==> src/rtl/ycc2rgb_conv.sv <==
module ycc2rgb_conv #(
  parameter int FRAC = 10
) (
  input  logic        clk,
  input  logic        rst_n,
  input  logic        in_valid,
  input  logic        in_blank,
  input  logic [7:0]  in_luma,
  input  logic [7:0]  in_chroma,
  input  logic        cfg_rgb,
  input  logic        cfg_g6,
  input  logic        cfg_lin,
  input  logic        cfg_gam28,
  output logic        out_valid,
  output logic        out_blank,
  output logic [15:0] out_data
);
  localparam int AW = 22;
  localparam logic signed [AW-1:0] HALF = AW'(1 << (FRAC - 1));
  localparam logic signed [AW-1:0] K_YL = 22'sd145;
  localparam logic signed [AW-1:0] K_YH = 22'sd295;
  localparam logic signed [AW-1:0] K_RV = 22'sd199;
  localparam logic signed [AW-1:0] K_GV = 22'sd101;
  localparam logic signed [AW-1:0] K_GU = 22'sd49;
  localparam logic signed [AW-1:0] K_GV6 = 22'sd206;
  localparam logic signed [AW-1:0] K_GU6 = 22'sd99;
  localparam logic signed [AW-1:0] K_BU = 22'sd251;

  function automatic int gam_code(int v, int fs, bit g28);
    real n, l;
    n = real'(v) / real'(fs);
    if (g28) l = n ** 2.8;
    else if (n < 0.0812) l = n / 4.5;
    else l = ((n + 0.099) / 1.099) ** 2.2;
    return $rtoi(l * real'(fs) + 0.5);
  endfunction

  function automatic logic [5:0] sat(logic signed [AW-1:0] acc, logic [5:0] lim);
    logic signed [AW-1:0] q;
    q = (acc + HALF) >>> FRAC;
    if (q < 0) return 6'd0;
    if (q > $signed({16'd0, lim})) return lim;
    return q[5:0];
  endfunction

  // chroma phase and held samples
  logic       ph;
  logic [7:0] hold_cb, hold_cr;
  always_ff @(posedge clk or negedge rst_n)
    if (!rst_n) begin
      ph <= 1'b0; hold_cb <= 8'd128; hold_cr <= 8'd128;
    end else if (in_valid) begin
      if (in_blank) ph <= 1'b0;
      else begin
        ph <= ~ph;
        if (!ph) hold_cb <= in_chroma;
        else     hold_cr <= in_chroma;
      end
    end

  // stage 1: 4:4:4 sample
  logic       s1_valid, s1_blank;
  logic [7:0] s1_y, s1_cb, s1_cr, s1_c;
  always_ff @(posedge clk or negedge rst_n)
    if (!rst_n) begin
      s1_valid <= 1'b0; s1_blank <= 1'b0;
      s1_y <= '0; s1_cb <= 8'd128; s1_cr <= 8'd128; s1_c <= 8'd128;
    end else begin
      s1_valid <= in_valid;
      s1_blank <= in_blank;
      s1_y     <= in_luma;
      s1_c     <= in_chroma;
      s1_cb    <= ph ? hold_cb : in_chroma;
      s1_cr    <= ph ? in_chroma : hold_cr;
    end

  // stage 2: matrix, round, clamp
  logic signed [AW-1:0] dy, du, dv, acc_r, acc_g, acc_b;
  assign dy = $signed({14'd0, s1_y}) - 22'sd16;
  assign du = $signed({14'd0, s1_cb}) - 22'sd128;
  assign dv = $signed({14'd0, s1_cr}) - 22'sd128;
  assign acc_r = K_YL * dy + K_RV * dv;
  assign acc_b = K_YL * dy + K_BU * du;
  assign acc_g = cfg_g6 ? (K_YH * dy - K_GV6 * dv - K_GU6 * du)
                        : (K_YL * dy - K_GV * dv - K_GU * du);

  logic       s2_valid, s2_blank;
  logic [4:0] s2_r, s2_b;
  logic [5:0] s2_g, sat_r, sat_b;
  logic [7:0] s2_y, s2_c;
  assign sat_r = sat(acc_r, 6'd31);
  assign sat_b = sat(acc_b, 6'd31);
  always_ff @(posedge clk or negedge rst_n)
    if (!rst_n) begin
      s2_valid <= 1'b0; s2_blank <= 1'b0;
      s2_r <= '0; s2_g <= '0; s2_b <= '0; s2_y <= '0; s2_c <= '0;
    end else begin
      s2_valid <= s1_valid;
      s2_blank <= s1_blank;
      s2_r     <= sat_r[4:0];
      s2_b     <= sat_b[4:0];
      s2_g     <= sat(acc_g, cfg_g6 ? 6'd63 : 6'd31);
      s2_y     <= s1_y;
      s2_c     <= s1_c;
    end

  // stage 3: linearizing tables and packing
  logic [4:0] t5a [32];
  logic [4:0] t5b [32];
  logic [5:0] t6a [64];
  logic [5:0] t6b [64];
  for (genvar i = 0; i < 32; i++) begin : g_t5
    assign t5a[i] = 5'(gam_code(i, 31, 1'b0));
    assign t5b[i] = 5'(gam_code(i, 31, 1'b1));
  end
  for (genvar i = 0; i < 64; i++) begin : g_t6
    assign t6a[i] = 6'(gam_code(i, 63, 1'b0));
    assign t6b[i] = 6'(gam_code(i, 63, 1'b1));
  end

  logic [4:0]  rr, bb, g5;
  logic [5:0]  gg;
  logic [15:0] nxt;
  assign rr = !cfg_lin ? s2_r : (cfg_gam28 ? t5b[s2_r] : t5a[s2_r]);
  assign bb = !cfg_lin ? s2_b : (cfg_gam28 ? t5b[s2_b] : t5a[s2_b]);
  assign gg = !cfg_lin ? s2_g : (cfg_gam28 ? t6b[s2_g] : t6a[s2_g]);
  assign g5 = !cfg_lin ? s2_g[4:0] : (cfg_gam28 ? t5b[s2_g[4:0]] : t5a[s2_g[4:0]]);

  always_comb begin
    if (!cfg_rgb)      nxt = s2_blank ? 16'h1080 : {s2_y, s2_c};
    else if (s2_blank) nxt = 16'h0000;
    else if (cfg_g6)   nxt = {rr, gg, bb};
    else               nxt = {1'b0, rr, g5, bb};
  end

  always_ff @(posedge clk or negedge rst_n)
    if (!rst_n) begin
      out_valid <= 1'b0; out_blank <= 1'b0; out_data <= '0;
    end else begin
      out_valid <= s2_valid;
      out_blank <= s2_blank;
      out_data  <= nxt;
    end

  AST_FIXED_LATENCY: assert property (@(posedge clk) disable iff (!rst_n)
    in_valid |=> ##2 out_valid);
  AST_BLANK_RGB_ZERO: assert property (@(posedge clk) disable iff (!rst_n)
    (s2_valid && s2_blank && cfg_rgb) |=> (out_data == 16'h0000));
  AST_BLANK_YCC_LEVEL: assert property (@(posedge clk) disable iff (!rst_n)
    (s2_valid && s2_blank && !cfg_rgb) |=> (out_data == 16'h1080));
  AST_BLACK_FLOOR: assert property (@(posedge clk) disable iff (!rst_n)
    (s1_valid && !s1_blank && s1_y <= 8'd16 && s1_cb == 8'd128 && s1_cr == 8'd128)
      |=> (s2_r == 5'd0 && s2_g == 6'd0 && s2_b == 5'd0));
  AST_GREEN_RANGE: assert property (@(posedge clk) disable iff (!rst_n)
    (s1_valid && !cfg_g6) |=> (s2_g <= 6'd31));
endmodule

==> config.mk <==
export PLATFORM = sky130hd
export DESIGN_NAME = ycc2rgb_conv
export DESIGN_NICKNAME = d
export VERILOG_FILES = /design/src/rtl/ycc2rgb_conv.sv
export SDC_FILE = /design/constraint.sdc
export NUM_CORES = 1
export LEC_CHECK = 0
export BUFFER_PORTS_ARGS = -buffer_cell sky130_fd_sc_hd__buf_2
export CORE_MARGIN = 1
export CORE_UTILIZATION = 50
export CTS_CLUSTER_SIZE = 14
export DETAILED_ROUTE_END_ITERATION = 10
export PLACE_DENSITY = 0.66
export SYNTH_ARGS = -nofsm -noshare
export SYNTH_HDL_FRONTEND = slang
export SYNTH_SLANG_ARGS = --single-unit
==> constraint.sdc <==
create_clock -name clk -period 17.5 [get_ports clk]
set_input_delay 1.75 -clock clk [delete_from_list [all_inputs] [get_ports clk]]
set_output_delay 1.75 -clock clk [all_outputs]
set_load 0.005 [all_outputs]
# == Word-level counts from Yosys, hierarchy flattened ==
# Memory sizes are Yosys's and may differ from the RTL's.
# Cells that the tools add are included.
# classes
mux,54
shift,0
multipliers,8
n_lt_le_gt_ge,10
div,0
n_addsub,12
eq_ne,0
bitwise_logic,6
reduce_logical,1
# op_table
cell,n
$mux W5,26
$mux W6,11
$mux W16,4
$mul A9 B9 Y18 const A,3
$mul A8 B9 Y17 const A,3
$add A19 B11 Y20 const B,2
$add A18 B18 Y19,2
$add A22 B11 Y22 const B,1
$mux W22,1
$sub A20 B17 Y21,1
$gt A10 B6 Y1 const B,2
$lt A10 B1 Y1 const B,2
$sub A19 B16 Y20,1
$sub A19 B18 Y20,1
$mul A10 B9 Y19 const A,1
$sub A18 B17 Y19,1
$ge A6 B6 Y1 const B,3
$not A5 Y6,3
$sub A8 B8 Y9 const B,2
$mul A7 B9 Y16 const A,1
$mux W8,2
$gt A12 B7 Y1,1
$lt A12 B1 Y1 const B,1
$mux W1,10
5 further kinds,6
# word_totals
word_cells,118
ram_bits,0
romBits,1728
reg_bits,103
inputBits,24
latchBits,0
mem_count,8
output_inout_bits,18
# memory_table
memory,words,width,rd,rd_ports_with_merged_regs,write_ports,line_no,source
(no name shown),64,6,1,0,0,126,assign gg = !cfg_lin ? s2_g : (cfg_gam28 ? t6b[s2_g] : t6a[s2_g]);
(no name shown),64,6,1,0,0,126,
(no name shown),32,5,1,0,0,127,assign g5 = !cfg_lin ? s2_g[4:0] : (cfg_gam28 ? t5b[s2_g[4:0]] : t5a[s2_g[4:0]]);
(no name shown),32,5,1,0,0,127,
(no name shown),32,5,1,0,0,125,assign bb = !cfg_lin ? s2_b : (cfg_gam28 ? t5b[s2_b] : t5a[s2_b]);
(no name shown),32,5,1,0,0,125,
2 more memories,-,-,-,-,-,-,

# == Longest topological paths before layout ==
# depth
word_depth,11
mapped_depth,40
mapped_depth_nobuf,39

# == Worst setup path before layout ==
# OpenSTA, ideal clock, no wires.
# synth_timing
path_kind,reg-to-reg
start,reg s1_cr[7]
end,reg s2_g[0]
path_slack_ns,8.100
period_less_slack_ns,9.400
setup_time_ns,0.148
t_arrival_ns,9.251
required_time_ns,17.352
n_path_buf,2
path_stages_with_launch,39
path_cell_list,dfstp_2 clkbuf_1 inv_1 ha_1 fa_1 inv_1 fa_1 ha_1 xnor2_1 ha_1 inv_1 fa_1 inv_1 fa_1 fa_1 inv_1 fa_1 inv_1 (+3 left out) nand2_1 o21a_1 o21a_1 xnor2_1 nand2_1 o31ai_1 ha_1 nand2_1 nor4_1 a22oi_1 nor2_1 xnor2_1 ha_1 nand2_1 o41ai_1 and3_1 buf_6 a21oi_1
# synth_between
elab_chain_cells,11
word_cells_on_any_way,17
classes_between,add/sub: 6; mul: 2; order compare: 2; mux: 7
# synth_rtl
element,line_no,source
start: declaration,63,"logic [7:0] s1_y, s1_cb, s1_cr, s1_c;"
start signal: assignment,74,s1_cr <= ph ? in_chroma : hold_cr;
$sub A8 B8 Y9 (*),81,"assign dv = $signed({14'd0, s1_cr}) - 22'sd128;"
$mul A8 B9 Y17 (on tied branches),"84, 85",
$sub A19 B18 Y20 / $sub A18 B17 Y19 (equally long branches),"84, 85",
$sub A20 B17 Y21 / $sub A19 B16 Y20 (equally long branches),"84, 85",
$mux W22 (*),84,assign acc_g = cfg_g6 ? (K_YH * dy - K_GV6 * dv - K_GU6 * du)
$add A22 B11 Y22 (*),40,q = (acc + HALF) >>> FRAC;
$gt A12 B7 Y1,42,"if (q > $signed({16'd0, lim})) return lim;"
$mux W1 (2 in series),42,
$mux W6,43,return q[5:0];
$mux W6 (*),42,
end signal: assignment,102,"s2_g <= sat(acc_g, cfg_g6 ? 6'd63 : 6'd31);"
end: declaration,89,"logic [5:0] s2_g, sat_r, sat_b;"
# Every way passes the cells marked *; elsewhere a longest branch is shown, timed or not. The select of a mux whose other input is x is not followed.
# A chain may end at the register's enable or synchronous reset.

# == Worst setup path in the final report ==
# layout_timing
start,reg s1_cr[7]
end,reg s2_g[3]
# The elaborated chain is that of the path after synthesis.

==> flow_metrics.py <==
metrics = {
    "status": {
        "outcome": "finished clean",
    },
    "critical_path": {
        "endpoint_kind": "flop",
        "timing.rr.end": "s2_g[3]$_DFF_PN0_",
        "cp-start-kind": "flop",
        "critical_path_class": "reg2reg",
        "critical_path_origin": "s1_cr[7]$_DFF_PN1_",
        "maximum_cell_stage_delay_along_the_critical_path_ps": 980,
        "worstPathMaxFanout": 22,
        "r2r_start": "s1_cr[7]$_DFF_PN1_",
        "data_required_time_at_the_worst_endpoint_ps": 17700,
        "slowest_stage": "sky130_fd_sc_hd__dfstp_2",
        "ff2ff_setup_slack_ps": 7030,
        "r2r.worst_path.cells": 36,
        "worstPathArrival_ps": 10670,
    },
    "sta": {
        "rsz0062_at_grt": "no",
        "timing_max_transition_violations_final": 0,
        "timing_worst_slew_pin_value_ps": 869,
        "min_period_ps": 10470,
        "setup_ws_ps": 7030,
        "maxSlewHeadroom_pct": 41.7,
        "finalSetupViolations": 0,
        "final_worst_path_cycle_share_pct": 59.8,
        "hold_viol_final": 0,
        "tns_ps": 0,
        "fmaxAchievable_ghz": 0.0955,
        "finClkSkew_ps": 18.7,
    },
    "worst_hold_path": {
        "whs_path_depth": 0,
        "holdPathEnd": "s2_c[0]$_DFF_PN0_",
        "hp-class": "reg2reg",
        "startpoint_of_the_lowest_slack_hold_path": "s1_c[0]$_DFF_PN0_",
    },
    "final_layout": {
        "stdcell_count": 2571,
        "final_antenna_diode_count": 0,
        "area_growth_from_synthesis_to_final_layout_pct": 5.28,
        "drive_above_1_share_pct": 6.31,
        "finish.net_count": 2712,
        "num-fill-cells": 3435,
        "layout.cells.most_common_list": "431 x sky130_fd_sc_hd__inv_1, 419 x sky130_fd_sc_hd__ha_1, 214 x sky130_fd_sc_hd__fa_1",
        "leading_cell_type_in_the_layout_fill_and_taps_excluded": "sky130_fd_sc_hd__inv_1",
    },
    "global_route": {
        "grt.met1_usage_pct": 32.4,
        "global_route.usage.met3_pct": 3.59,
        "grt_pass1_wl_mm": 74.8,
        "globalRouteOverflowTotal": 0,
        "grt.busiest_layer": "met2",
        "largest_net_degree_at_the_start_of_global_routing": 70,
        "globalRouteMet2Util_pct": 42.3,
        "grt_pass1_vias": 14300,
        "grt_use_total_pct": 24.7,
        "initial_antenna_violation_count": 1,
    },
    "clock_network": {
        "cts_root_buffer": "sky130_fd_sc_hd__clkbuf_16",
        "cts-buffers-inserted": 9,
        "cts_tree": "built",
        "cts_setup_buffers": 0,
        "cts_hold_buf": 0,
        "cts_buffer_depth": 2,
        "post_cts.resized_instances": 0,
        "cts.sinks": 103,
        "htreeDepth": 3,
        "clk_pin_slew_worst_paths_ps": 90,
        "worst_skew_pair_later_pin_latency_ps": 360,
    },
    "logic_synthesis": {
        "sequential_fraction_of_the_synthesis_area_pct": 13.4,
        "synthesis.instances": 2049,
        "synth-edff-count": 0,
        "synth.net_count": 2706,
        "mappedNetlistArea_sq_mm": 0.0192,
        "async_set_or_reset_register_ratio_after_synthesis_pct": 100,
        "yosys_warnings": 0,
        "synth_seq_cells": 103,
        "post_synth_num_cell_types": 70,
        "postSynthAreaPerCell_sq_um": 9.38,
        "yosys_most_used_dff": "sky130_fd_sc_hd__dfrtp_1",
    },
    "floorplanning": {
        "io_pins": 42,
        "initial_utilization_pct": 50.9,
        "row_count": 71,
        "dieArea_sq_mm": 0.0392,
        "die-width_microns": 198,
        "die_h_microns": 198,
        "core_sq_mm": 0.0378,
    },
    "route": {
        "route.detailed.vias_per_inst": 5.48,
        "drt_pre_antenna_iters": 5,
        "drc": 0,
        "detail_route.wirelength_mm": 46.6,
        "initialDrtViolationCount": 550,
        "routedWlPerCell_microns": 18.1,
        "route.antenna.remaining_nets": 0,
        "dr_total_vias": 14100,
    },
    "placement": {
        "dp_worst_slack_ps": 7120,
        "gpl.final_weighted_congestion": 0.953,
        "place.detailed.hpwl_mm": 39.4,
        "place_inst": 2555,
        "buffer_ports.inserted": 41,
    },
    "job": {
        "maxcap_violations": 0,
    },
}
[cell families (layout without fill, tap and decap cells)]
group                    count (synthesis)  after routing  synth area share [%]
AO/OA/AOI/OAI                          367            367                  12.0
XOR/XNOR                                89             89                  4.05
adder cells (fa/ha/maj)                633            633                  49.5
buffers and inverters                  491            502                  9.63
flip-flops                             103            103                  13.4
multiplexers                            69             69                  3.98
AND/OR/NAND/NOR                        297            297                  7.33
[synth_stat cells, types with 4 or more instances]
cell type | instances | area share, %
sky130_fd_sc_hd__a22oi_1 | 5 | 0.20
sky130_fd_sc_hd__and3_1 | 9 | 0.29
sky130_fd_sc_hd__buf_1 | 8 | 0.16
sky130_fd_sc_hd__clkbuf_1 | 46 | 0.90
sky130_fd_sc_hd__a21oi_1 | 134 | 3.5
sky130_fd_sc_hd__nor3_1 | 19 | 0.49
sky130_fd_sc_hd__dfstp_2 | 5 | 0.68
sky130_fd_sc_hd__o21ai_0 | 69 | 1.8
sky130_fd_sc_hd__a211oi_1 | 19 | 0.74
sky130_fd_sc_hd__or3_1 | 6 | 0.20
sky130_fd_sc_hd__nand4_1 | 7 | 0.23
sky130_fd_sc_hd__nor4_1 | 4 | 0.13
sky130_fd_sc_hd__xor2_1 | 39 | 1.8
sky130_fd_sc_hd__o31ai_1 | 7 | 0.27
sky130_fd_sc_hd__a31oi_1 | 18 | 0.59
sky130_fd_sc_hd__ha_1 | 419 | 27
sky130_fd_sc_hd__a21boi_0 | 5 | 0.20
sky130_fd_sc_hd__nor2_1 | 87 | 1.7
sky130_fd_sc_hd__o21a_1 | 12 | 0.47
sky130_fd_sc_hd__or2_2 | 9 | 0.29
sky130_fd_sc_hd__a2111oi_0 | 7 | 0.32
sky130_fd_sc_hd__nor3b_1 | 4 | 0.16
sky130_fd_sc_hd__mux2_2 | 39 | 2.3
sky130_fd_sc_hd__dfrtp_1 | 98 | 13
sky130_fd_sc_hd__o21bai_1 | 13 | 0.51
sky130_fd_sc_hd__and2_1 | 5 | 0.16
sky130_fd_sc_hd__o211ai_1 | 16 | 0.62
sky130_fd_sc_hd__nand2b_1 | 23 | 0.75
sky130_fd_sc_hd__fa_1 | 214 | 22
sky130_fd_sc_hd__mux2i_1 | 28 | 1.5
sky130_fd_sc_hd__clkinv_1 | 4 | 0.078
sky130_fd_sc_hd__a221oi_1 | 5 | 0.23
sky130_fd_sc_hd__nand3_1 | 24 | 0.62
sky130_fd_sc_hd__o22ai_1 | 5 | 0.16
sky130_fd_sc_hd__inv_1 | 431 | 8.4
sky130_fd_sc_hd__a311oi_1 | 8 | 0.36
sky130_fd_sc_hd__a21o_1 | 9 | 0.35
sky130_fd_sc_hd__a211o_1 | 6 | 0.27
sky130_fd_sc_hd__xnor2_1 | 50 | 2.3
sky130_fd_sc_hd__nand2_1 | 80 | 1.6
sky130_fd_sc_hd__nor2b_1 | 10 | 0.33
[worst max path at each step]
stage                                    to  slack, ps  depth (start not counted)
after floorplan           s2_g[0]$_DFF_PN0_       8100                         38
after global placement    s2_g[2]$_DFF_PN0_       7400                         36
after detailed placement  s2_g[3]$_DFF_PN0_       7120                         36
after CTS                 s2_g[3]$_DFF_PN0_       7050                         36
after global routing      s2_g[3]$_DFF_PN0_       6390                         36
final                     s2_g[3]$_DFF_PN0_       7030                         36
[stage by stage]
| step | util [%] | hold slack [ps] | area, sq um |
|---|---|---|---|
| after floorplan | - | 331 | 19200 |
| after global placement | 52.8 | 333 | 19900 |
| after global routing | 53.6 | 362 | 20200 |
| final | 53.6 | 350 | 20200 |
| after CTS | 53.6 | 349 | 20200 |
| after detailed placement | 52.8 | 336 | 19900 |
[flip-flops by register name (all words and copies together) (netlist names), 5 cells and up]
signal,flops
out_data,16
hold_cb,8
hold_cr,8
s1_c,8
s1_cb,8
s1_cr,8
s1_y,8
s2_c,8
s2_y,8
s2_g,6
s2_b,5
s2_r,5
[metal layers]
metal / wire (microns) / vias to the layer above
li1: - / 6783
met1: 20400 / 6948
met2: 22700 / 289
met3: 2410 / 57
met4: 1030 / 0
met5: 0 / -
[critical path: cells and delay by family, from the launching register on]
kind                     cells  cell delay [ps]
buffers and inverters        7              750
flip-flops                   1              980
XOR/XNOR                     3              650
AO/OA/AOI/OAI                6             1530
AND/OR/NAND/NOR              7              820
adder cells (fa/ha/maj)     13             5550
[cell type report]
type / instances / area, sq um / area share [%]
clock buffers: 9 / 225 / 1.11
flip-flops and latches: 103 / 2580 / 12.8
inverters: 435 / 1630 / 8.07
clock inverters: 7 / 86.3 / 0.426
well taps: 511 / 639 / 3.16
multi-input cells: 1455 / 14800 / 73.1
repair buffers: 51 / 283 / 1.40
Power is left out: the tool's default activity adds up to more than one toggle a clock period on the data nets, which glitch-free logic cannot reach.
